<file path="src/rtl/pwm16_pkg.sv">
package pwm16_pkg;
  localparam int unsigned DATA_W    = 8;
  localparam int unsigned NUM_BYTES = 2;
  localparam int unsigned CMP_W     = DATA_W * NUM_BYTES;
  localparam int unsigned ADDR_W    = 2;

  typedef enum logic [ADDR_W-1:0] {
    ADDR_CMP_LO = 2'd0,
    ADDR_CMP_HI = 2'd1,
    ADDR_MODE   = 2'd2
  } reg_addr_e;
endpackage

</file>
<file path="src/rtl/pwm16_rst_sync.sv">
module pwm16_rst_sync #(
  parameter int unsigned STAGES = 2
) (
  input  logic clk,
  input  logic rst_n_in,
  output logic rst_n_out
);
  logic [STAGES-1:0] sync_q;
  logic [STAGES-1:0] sync_d;

  always_comb begin
    sync_d = {sync_q[STAGES-2:0], 1'b1};
  end

  always_ff @(posedge clk or negedge rst_n_in) begin
    if (!rst_n_in) sync_q <= '0;
    else           sync_q <= sync_d;
  end

  assign rst_n_out = sync_q[STAGES-1];
endmodule

</file>
<file path="src/rtl/pwm16_regs.sv">
module pwm16_regs #(
  parameter int unsigned DATA_W    = 8,
  parameter int unsigned NUM_BYTES = 2,
  parameter int unsigned ADDR_W    = 2,
  localparam int unsigned CMP_W    = DATA_W * NUM_BYTES
) (
  input  logic              clk,
  input  logic              rst_n,
  input  logic              wr_en,
  input  logic [ADDR_W-1:0] addr,
  input  logic [DATA_W-1:0] wdata,
  output logic [CMP_W-1:0]  cmp_val,
  output logic              cmp_en,
  output logic              mode_en
);
  localparam int unsigned LAST_BYTE = NUM_BYTES - 1;
  localparam logic [ADDR_W-1:0] MODE_ADDR = ADDR_W'(NUM_BYTES);

  logic [NUM_BYTES-1:0] lane_hit;

  // One register lane per compare byte; byte i lives at address i.
  for (genvar i = 0; i < NUM_BYTES; i++) begin : g_lane
    logic [DATA_W-1:0] byte_q;
    logic [DATA_W-1:0] byte_d;

    assign lane_hit[i] = wr_en && (addr == ADDR_W'(i));

    always_comb begin
      byte_d = byte_q;
      if (lane_hit[i]) byte_d = wdata;
    end

    always_ff @(posedge clk or negedge rst_n) begin
      if (!rst_n) byte_q <= '0;
      else        byte_q <= byte_d;
    end

    assign cmp_val[i*DATA_W +: DATA_W] = byte_q;
  end

  // Compare-enable: low byte write disarms, high byte write re-arms.
  logic en_q, en_d;
  always_comb begin
    en_d = en_q;
    if (lane_hit[0])         en_d = 1'b0;
    if (lane_hit[LAST_BYTE]) en_d = 1'b1;
  end

  always_ff @(posedge clk or negedge rst_n) begin
    if (!rst_n) en_q <= 1'b1;
    else        en_q <= en_d;
  end

  // Channel mode bit.
  logic mode_q, mode_d, mode_hit;
  assign mode_hit = wr_en && (addr == MODE_ADDR);

  always_comb begin
    mode_d = mode_q;
    if (mode_hit) mode_d = wdata[0];
  end

  always_ff @(posedge clk or negedge rst_n) begin
    if (!rst_n) mode_q <= 1'b0;
    else        mode_q <= mode_d;
  end

  assign cmp_en  = en_q;
  assign mode_en = mode_q;

  p_lo_write_disarms_r5: assert property (@(posedge clk) disable iff (!rst_n)
    (wr_en && addr == '0) |=> !cmp_en);
  p_hi_write_arms_r6: assert property (@(posedge clk) disable iff (!rst_n)
    (wr_en && addr == ADDR_W'(LAST_BYTE)) |=> cmp_en);
  p_hi_write_loads_r6: assert property (@(posedge clk) disable iff (!rst_n)
    (wr_en && addr == ADDR_W'(LAST_BYTE)) |=>
      cmp_val[LAST_BYTE*DATA_W +: DATA_W] == $past(wdata));
endmodule

</file>
<file path="src/rtl/pwm16_cmp.sv">
module pwm16_cmp #(
  parameter int unsigned DATA_W    = 8,
  parameter int unsigned NUM_BYTES = 2,
  localparam int unsigned CMP_W    = DATA_W * NUM_BYTES
) (
  input  logic [CMP_W-1:0] count,
  input  logic [CMP_W-1:0] cmp_val,
  input  logic             cmp_en,
  output logic             match
);
  logic [NUM_BYTES-1:0] byte_eq;

  for (genvar i = 0; i < NUM_BYTES; i++) begin : g_eq
    assign byte_eq[i] = (count[i*DATA_W +: DATA_W] == cmp_val[i*DATA_W +: DATA_W]);
  end

  assign match = cmp_en && (&byte_eq);
endmodule

</file>
<file path="src/rtl/pwm16_out_latch.sv">
module pwm16_out_latch (
  input  logic clk,
  input  logic rst_n,
  input  logic mode_en,
  input  logic set_i,
  input  logic clr_i,
  output logic q
);
  logic q_r, q_d;

  always_comb begin
    if (!mode_en)   q_d = 1'b0;
    else if (clr_i) q_d = 1'b0;
    else if (set_i) q_d = 1'b1;
    else            q_d = q_r;
  end

  always_ff @(posedge clk or negedge rst_n) begin
    if (!rst_n) q_r <= 1'b0;
    else        q_r <= q_d;
  end

  assign q = q_r;

  p_wrap_clears_r3: assert property (@(posedge clk) disable iff (!rst_n)
    (mode_en && clr_i) |=> !q);
  p_match_sets_r2: assert property (@(posedge clk) disable iff (!rst_n)
    (mode_en && set_i && !clr_i) |=> q);
  p_clear_wins_r4: assert property (@(posedge clk) disable iff (!rst_n)
    (set_i && clr_i) |=> !q);
  p_mode_off_low_r7: assert property (@(posedge clk) disable iff (!rst_n)
    !mode_en |=> !q);
  p_hold_r2: assert property (@(posedge clk) disable iff (!rst_n)
    (mode_en && !set_i && !clr_i) |=> $stable(q));
endmodule

</file>
<file path="src/rtl/pwm16_cmp_channel.sv">
module pwm16_cmp_channel
  import pwm16_pkg::*;
(
  input  logic              clk,
  input  logic              rst_n,
  input  logic [CMP_W-1:0]  tb_count,
  input  logic              tb_wrap,
  input  logic              reg_wr,
  input  logic [ADDR_W-1:0] reg_addr,
  input  logic [DATA_W-1:0] reg_wdata,
  output logic              pwm_out
);
  logic             rst_n_s;
  logic [CMP_W-1:0] cmp_val;
  logic             cmp_en;
  logic             mode_en;
  logic             match;

  pwm16_rst_sync #(.STAGES(2)) u_rst (
    .clk       (clk),
    .rst_n_in  (rst_n),
    .rst_n_out (rst_n_s)
  );

  pwm16_regs #(.DATA_W(DATA_W), .NUM_BYTES(NUM_BYTES), .ADDR_W(ADDR_W)) u_regs (
    .clk     (clk),
    .rst_n   (rst_n_s),
    .wr_en   (reg_wr),
    .addr    (reg_addr),
    .wdata   (reg_wdata),
    .cmp_val (cmp_val),
    .cmp_en  (cmp_en),
    .mode_en (mode_en)
  );

  pwm16_cmp #(.DATA_W(DATA_W), .NUM_BYTES(NUM_BYTES)) u_cmp (
    .count   (tb_count),
    .cmp_val (cmp_val),
    .cmp_en  (cmp_en),
    .match   (match)
  );

  pwm16_out_latch u_latch (
    .clk     (clk),
    .rst_n   (rst_n_s),
    .mode_en (mode_en),
    .set_i   (match),
    .clr_i   (tb_wrap),
    .q       (pwm_out)
  );

  p_match_is_exact_r2: assert property (@(posedge clk) disable iff (!rst_n_s)
    match |-> (tb_count == cmp_val));
  p_disarmed_no_match_r5: assert property (@(posedge clk) disable iff (!rst_n_s)
    !cmp_en |-> !match);
endmodule

</file>
<file path="config.mk">
export PLATFORM = sky130hd
export DESIGN_NAME = pwm16_cmp_channel
export DESIGN_NICKNAME = d
export VERILOG_FILES = /design/src/rtl/pwm16_pkg.sv /design/src/rtl/pwm16_rst_sync.sv /design/src/rtl/pwm16_regs.sv /design/src/rtl/pwm16_cmp.sv /design/src/rtl/pwm16_out_latch.sv /design/src/rtl/pwm16_cmp_channel.sv
export SDC_FILE = /design/constraint.sdc
export NUM_CORES = 1
export LEC_CHECK = 0
export BUFFER_PORTS_ARGS = -buffer_cell sky130_fd_sc_hd__clkbuf_2
export CELL_PAD_IN_SITES_DETAIL_PLACEMENT = 1
export CELL_PAD_IN_SITES_GLOBAL_PLACEMENT = 1
export CORE_MARGIN = 3
export CORE_UTILIZATION = 39
export CTS_CLUSTER_DIAMETER = 60
export DETAILED_ROUTE_END_ITERATION = 8
export PLACE_DENSITY = 0.82
export SETUP_SLACK_MARGIN = 0.4
export SLEW_MARGIN = 20
export SYNTH_ARGS = -nofsm -noshare
export SYNTH_HDL_FRONTEND = slang
export SYNTH_SLANG_ARGS = --single-unit
</file>
<file path="constraint.sdc">
create_clock -name clk -period 0.8 [get_ports clk]
set_input_delay 0.08 -clock clk [delete_from_list [all_inputs] [get_ports clk]]
set_output_delay 0.08 -clock clk [all_outputs]
set_load 0.02 [all_outputs]
</file>
==> results.sh, run 1 <==
export IMPL_status="complete, but fails checks"
export IMPL_violations="negative setup slack"
export IMPL_globalplace_congestion=0.7126
export IMPL_io_pins=31
export IMPL_grt_usage=0.1988
export IMPL_worstHoldPathType="input port to flip-flop"
export IMPL_cpPeakStageDelay_ns=0.41
export IMPL_layout_setup_ws_ns=-0.4191
export IMPL_dpl_hpwl_um=1948
export IMPL_finalWirelength_um=2866
export IMPL_drv_cap=0
export IMPL_slew_viol_final=0
export IMPL_cts_root_buf="clkbuf_4"
export IMPL_post_synth_top_area_fraction=0.5019
export IMPL_via_count=730
export IMPL_grt_max_degree=12
export IMPL_drive_gt1_frac=0.6066
export IMPL_antenna_left=0
export IMPL_ys_seq_elements=21
export IMPL_synthCells=70
export IMPL_grt_first_pass_wirelength_um=4657
export IMPL_fin_crit_sh=1.524
export IMPL_setup_viol=14
export IMPL_critical_path_class="flip-flop to flip-flop"
export IMPL_dieArea_mm2=0.003200
export IMPL_grt_pass1_vias=913
export IMPL_critical_path_arrival_ns=1.47
export IMPL_syn_num_nets=100
export IMPL_irDropWorstVdd_mv=1.565
export IMPL_ys_seq_area_frac=0.5282
export IMPL_pre_cts_slack_ns=-0.4848
export IMPL_critPathTopFamily="simple AND/OR/NAND/NOR gates"
export IMPL_period_needed_ns=1.219
export IMPL_clk_path_buf_depth=2
export IMPL_start_util=0.4301
export IMPL_clock_sinks=21
export IMPL_holdWs_ns=0.01417
export IMPL_critPathLaunchType="flip-flop"
export IMPL_drc=0
export IMPL_skew_ns=0.01099
export IMPL_diodes=0
export IMPL_clk_latency_ns=0.31
export IMPL_drt_iter0_drc=14
export IMPL_numPortBuffers=30
export IMPL_syn_cell_area_um2=997.2
export IMPL_instances_no_fill=150
export IMPL_required_ns=1.05
export IMPL_core_region_area_mm2=0.002318
export IMPL_path_buf_inv=0
export IMPL_die_h_um=56.57
export IMPL_cts_clk_slew_worst_paths_ns=0.12
export IMPL_die_w_um=56.57
export IMPL_p_per_area_mw_per_mm2=1898
export IMPL_antenna_found_initial=0
export IMPL_wl_per_cell_um=19.11
export IMPL_cp_end_kind="flip-flop"
export IMPL_critical_path_peak_fanout=2
export IMPL_hold_viol_final=0
export IMPL_drt_pass1_iterations=4
export IMPL_synth_area_leaders="dfrtp_1 (50%), xor2_1 (13%), mux2_4 (12%)"
export IMPL_synth_largest_area_cell="dfrtp_1"
export IMPL_area_growth_pct=47.43
export IMPL_viasPerCell=4.867
export IMPL_rsz0062_at_grt="yes"
export IMPL_nNetsFinal=153
export IMPL_avgSynthCellArea_um2=14.25
export IMPL_leakagePower_nw=0.7517
export IMPL_synth_warnings=0
export IMPL_htreeDepth=1
export IMPL_fmax_mhz=820.3
export IMPL_gr_total_overflow=0
export IMPL_finalSetupTns_ns=-1.661
export IMPL_row_count=17
export IMPL_cts_tree="yes"
export IMPL_final_core_util=0.6341
export IMPL_slowest_stage="dfrtp_1"
export IMPL_cts_buffers=3
export IMPL_synth_cell_types=18
export IMPL_place_inst=138
export IMPL_crit_chain="xor2_1, nor4_2, nand3_1, o21ai_1"
[kinds of logic (layout without fill, tap and decap cells)]
logic type	count (synthesis)	after routing	synth area share
buffers and inverters	0	52	0
flip-flops	21	21	0.5282
AND/OR/NAND/NOR	14	14	0.1004
AO/OA/AOI/OAI	1	1	0.005014
XOR/XNOR	16	16	0.1405
multiplexers	17	17	0.2221
other	1	1	0.003761
[worst paths after layout]
| path | slack [ns] | startpoint | depth (start not counted) | to |
|---|---|---|---|---|
| max in group asynchronous | 0.31 | u_rst.sync_q[1] | 1 | u_regs.cmp_en |
| worst max-delay path | -0.42 | u_regs.g_lane[1].byte_q[6] | 4 | u_latch.q |
| worst min register to register | 0.28 | u_rst.sync_q[1] | 1 | u_regs.g_lane[0].byte_q[7] |
| worst min-delay path | 0.01 | reg_wdata[5] | 2 | u_regs.g_lane[1].byte_q[5] |
| min in group asynchronous | 0.08 | rst_n | 2 | u_rst.sync_q[1] |
| worst max register to register | -0.42 | u_regs.g_lane[1].byte_q[6] | 4 | u_latch.q |
[registers in the layout, indices dropped and copies added (netlist names)]
name	flops
u_latch.q	1
u_rst.sync_q	2
u_regs.g_lane.byte_q	16
u_regs.cmp_en	1
u_regs.mode_en	1
[metal layers]
layer  vias to the layer above  routed length [µm]  global-route usage
met5                         -                   0                   0
met1                       361                1118              0.2229
met2                        25                1597              0.3713
li1                        342                   -                   -
met4                         0                  17             0.03051
met3                         2                 132             0.05977
[cell usage in the layout, fill, tap and decap left out, drive strengths merged]
| cell | n |
|---|---|
| buf | 18 |
| dfstp | 1 |
| conb | 1 |
| nand2 | 3 |
| nor2 | 1 |
| nor4 | 3 |
| mux2 | 17 |
| nor3 | 1 |
| xnor2 | 1 |
| nand4 | 1 |
| dlygate4sd3 | 1 |
| o21ai | 1 |
| nand2b | 1 |
| dfrtp | 20 |
| xor2 | 15 |
| nor2b | 1 |
| nand3 | 1 |
| clkbuf | 33 |
| nand3b | 2 |
[power by group]
part           total [mW]  internal (mW)  switching, mW
clock network       0.523          0.195          0.328
logic               0.868          0.570          0.299
registers            1.40           1.24          0.157
[cells in the mapped netlist (all sizes together)]
cell type / n
nor3: 1
nor2: 1
dfrtp: 20
nand3b: 2
xnor2: 1
nand4: 1
mux2: 17
dfstp: 1
conb: 1
o21ai: 1
nor4: 3
xor2: 15
nand3: 1
nand2: 3
nor2b: 1
nand2b: 1
[through the flow]
stage	power (mW)	area [µm²]
floorplan	1.778	1033
detailed placement	2.099	1294
global route	2.951	1470
CTS	2.726	1428
global placement	2.035	1294
finish	2.790	1470
[cell type report]
class,instances,area (µm²)
repair buffers,48,356.6
fillers,241,848.3
flip-flops and latches,21,530.5
clock buffers,4,26.28
well taps,28,35.03
multi-input cells,49,521.8
[repair_timing]
item,in CTS,in global routing
gates resized for setup,8,8
endpoints found under the hold margin,2,0
setup endpoints to repair,40,31
hold buffers,1,0
cloned,1,0
buffers inserted,4,2
pin swaps,5,2
Note: power is estimated with default switching activity, not from simulation.
==> run 2: changes to the inputs <==
CAP_MARGIN = 20   (was default)
PLACE_DENSITY = default   (was 0.82)
PLACE_DENSITY_LB_ADDON = 0.1   (was default)
==> results.sh, run 2 (same netlist as run 1, synthesis figures left out) <==
export IMPL_hold_depth=2
export IMPL_layout_setup_ws_ns=-0.4311
export IMPL_cts_tree="yes"
export IMPL_core_region_area_mm2=0.002318
export IMPL_largest_reg_flops=16
export IMPL_use_met2=0.3135
export IMPL_drv_cap=0
export IMPL_rsz0062_at_grt="yes"
export IMPL_area_sequential_um2=528.0
export IMPL_antenna_left=0
export IMPL_drc=0
export IMPL_critical_path_peak_fanout=2
export IMPL_clk_latency_ns=0.30
export IMPL_violations="negative setup slack"
export IMPL_grt_busiest_layer="met2"
export IMPL_diodes=0
export IMPL_area_growth_pct=46.55
export IMPL_critical_path_class="flip-flop to flip-flop"
export IMPL_holdWs_ns=0.01867
export IMPL_final_core_util=0.6303
export IMPL_most_common_layout_cells="clkbuf_2 (29), dfrtp_1 (19), mux2_4 (17), xor2_1 (15), buf_4 (8)"
export IMPL_hold_viol_final=0
export IMPL_irDropWorstVdd_mv=1.308
export IMPL_largest_register="u_regs.g_lane.byte_q"
export IMPL_numPortBuffers=30
export IMPL_io_pins=31
export IMPL_gr_total_overflow=0
export IMPL_mostFrequentLayoutCell="clkbuf_2"
export IMPL_period_needed_ns=1.231
export IMPL_required_ns=1.04
export IMPL_slew_viol_final=0
export IMPL_multi_input_area_um2=521.8
export IMPL_skew_ns=0.004152
export IMPL_grt_pass1_vias=882
export IMPL_dpl_hpwl_um=1895
export IMPL_die_w_um=56.57
export IMPL_cts_clk_slew_worst_paths_ns=0.11
export IMPL_worst_r2r_cell_count=4
export IMPL_nNetsFinal=152
export IMPL_fin_crit_sh=1.539
export IMPL_globalplace_congestion=0.6972
export IMPL_htreeDepth=1
export IMPL_critPathLaunchType="flip-flop"
export IMPL_reg_top3="u_regs.g_lane.byte_q: 16 flops, u_rst.sync_q: 2 flops"
export IMPL_start_util=0.4301
export IMPL_fmax_mhz=812.3
export IMPL_use_met3=0.04598
export IMPL_wl_per_cell_um=16.89
export IMPL_worstHoldPathType="input port to flip-flop"
export IMPL_critical_path_arrival_ns=1.47
export IMPL_fillerInstances=237
export IMPL_dieArea_mm2=0.003200
export IMPL_via_count=738
export IMPL_cts_root_buf="clkbuf_4"
export IMPL_row_count=17
export IMPL_cts_buffers=3
export IMPL_dpl_cell_area_mm2=0.001341
export IMPL_viasPerCell=4.953
export IMPL_fin_area_mm2=0.001461
export IMPL_finalPower_mw=2.728
export IMPL_die_h_um=56.57
export IMPL_clock_sinks=21
export IMPL_grt_max_degree=12
export IMPL_grt_usage=0.1679
export IMPL_p_per_area_mw_per_mm2=1867
export IMPL_drt_pass1_iterations=2
export IMPL_met1_usage=0.1850
export IMPL_grt_first_pass_wirelength_um=4022
export IMPL_antenna_found_initial=0
export IMPL_status="complete, but fails checks"
export IMPL_finalSetupTns_ns=-1.612
export IMPL_finalWirelength_um=2517
export IMPL_setup_viol=11
export IMPL_leakagePower_nw=0.7471
export IMPL_cp_end_kind="flip-flop"
export IMPL_drt_iter0_drc=8
export IMPL_drive_gt1_frac=0.6033
export IMPL_clk_path_buf_depth=2
## run 2: cell types whose count changed in the layout (fill, tap and decap cells not counted), sizes merged
cell,change
buf,-1
## run 2: area by class of cell
| class | count | area share |
|---|---|---|
| Clock buffer | 4 | 0.01798 |
| Sequential cell | 21 | 0.3613 |
| Multi-Input combinational cell | 49 | 0.3570 |
| Timing Repair Buffer | 47 | 0.2397 |
| Tap cell | 28 | 0.02397 |
## run 2: per-layer routing
layer / wire length (µm) / part of all wire
met1: 968 / 0.38
met2: 1421 / 0.56
met3: 107 / 0.043
met4: 19 / 0.0075
met5: 0 / 0
## run 2: worst max-delay path, cell delays in order (launching register included)
cell and delay [ns]:
dfrtp_1 0.41, xor2_1 0.17, nor4_2 0.32, nand3_1 0.12, o21ai_1 0.14
## run 2: metrics by stage
step                      instances  setup slack (ns)
after detailed placement        141           -0.4748
after CTS                       147           -0.4302
final                           149           -0.4311
after global placement          141           -0.4164
after global routing            149           -0.5067
after floorplan                  70           -0.2412
## run 2: final timing paths
check	slack (ns)	end	startpoint
hold reg to reg	0.25	u_regs.g_lane[1].byte_q[7]	u_rst.sync_q[1]
min in group asynchronous	0.09	u_rst.sync_q[1]	rst_n
setup / recovery	-0.43	u_latch.q	u_regs.g_lane[0].byte_q[2]
hold / removal	0.02	u_regs.g_lane[0].byte_q[5]	reg_wdata[5]
setup reg to reg	-0.43	u_latch.q	u_regs.g_lane[0].byte_q[2]
max in group asynchronous	0.35	u_regs.cmp_en	u_rst.sync_q[1]
## run 2: timing repair
action / 4_1_cts / 5_1_grt
hold buffers: 1 / 0
setup buffers: 0 / 2
gates cloned: 1 / 0
resized for setup: 6 / 6
setup endpoints to repair: 22 / 22
pin swaps: 0 / 1
endpoints found under the hold margin: 2 / 0
## run 2: where the power goes
| part | switching, mW | internal [mW] | leakage [nW] |
|---|---|---|---|
| Sequential | 0.146 | 1.24 | 0.248 |
| Clock | 0.315 | 0.195 | 0.0150 |
| Combinational | 0.273 | 0.560 | 0.484 |
| Total | 0.733 | 1.99 | 0.747 |
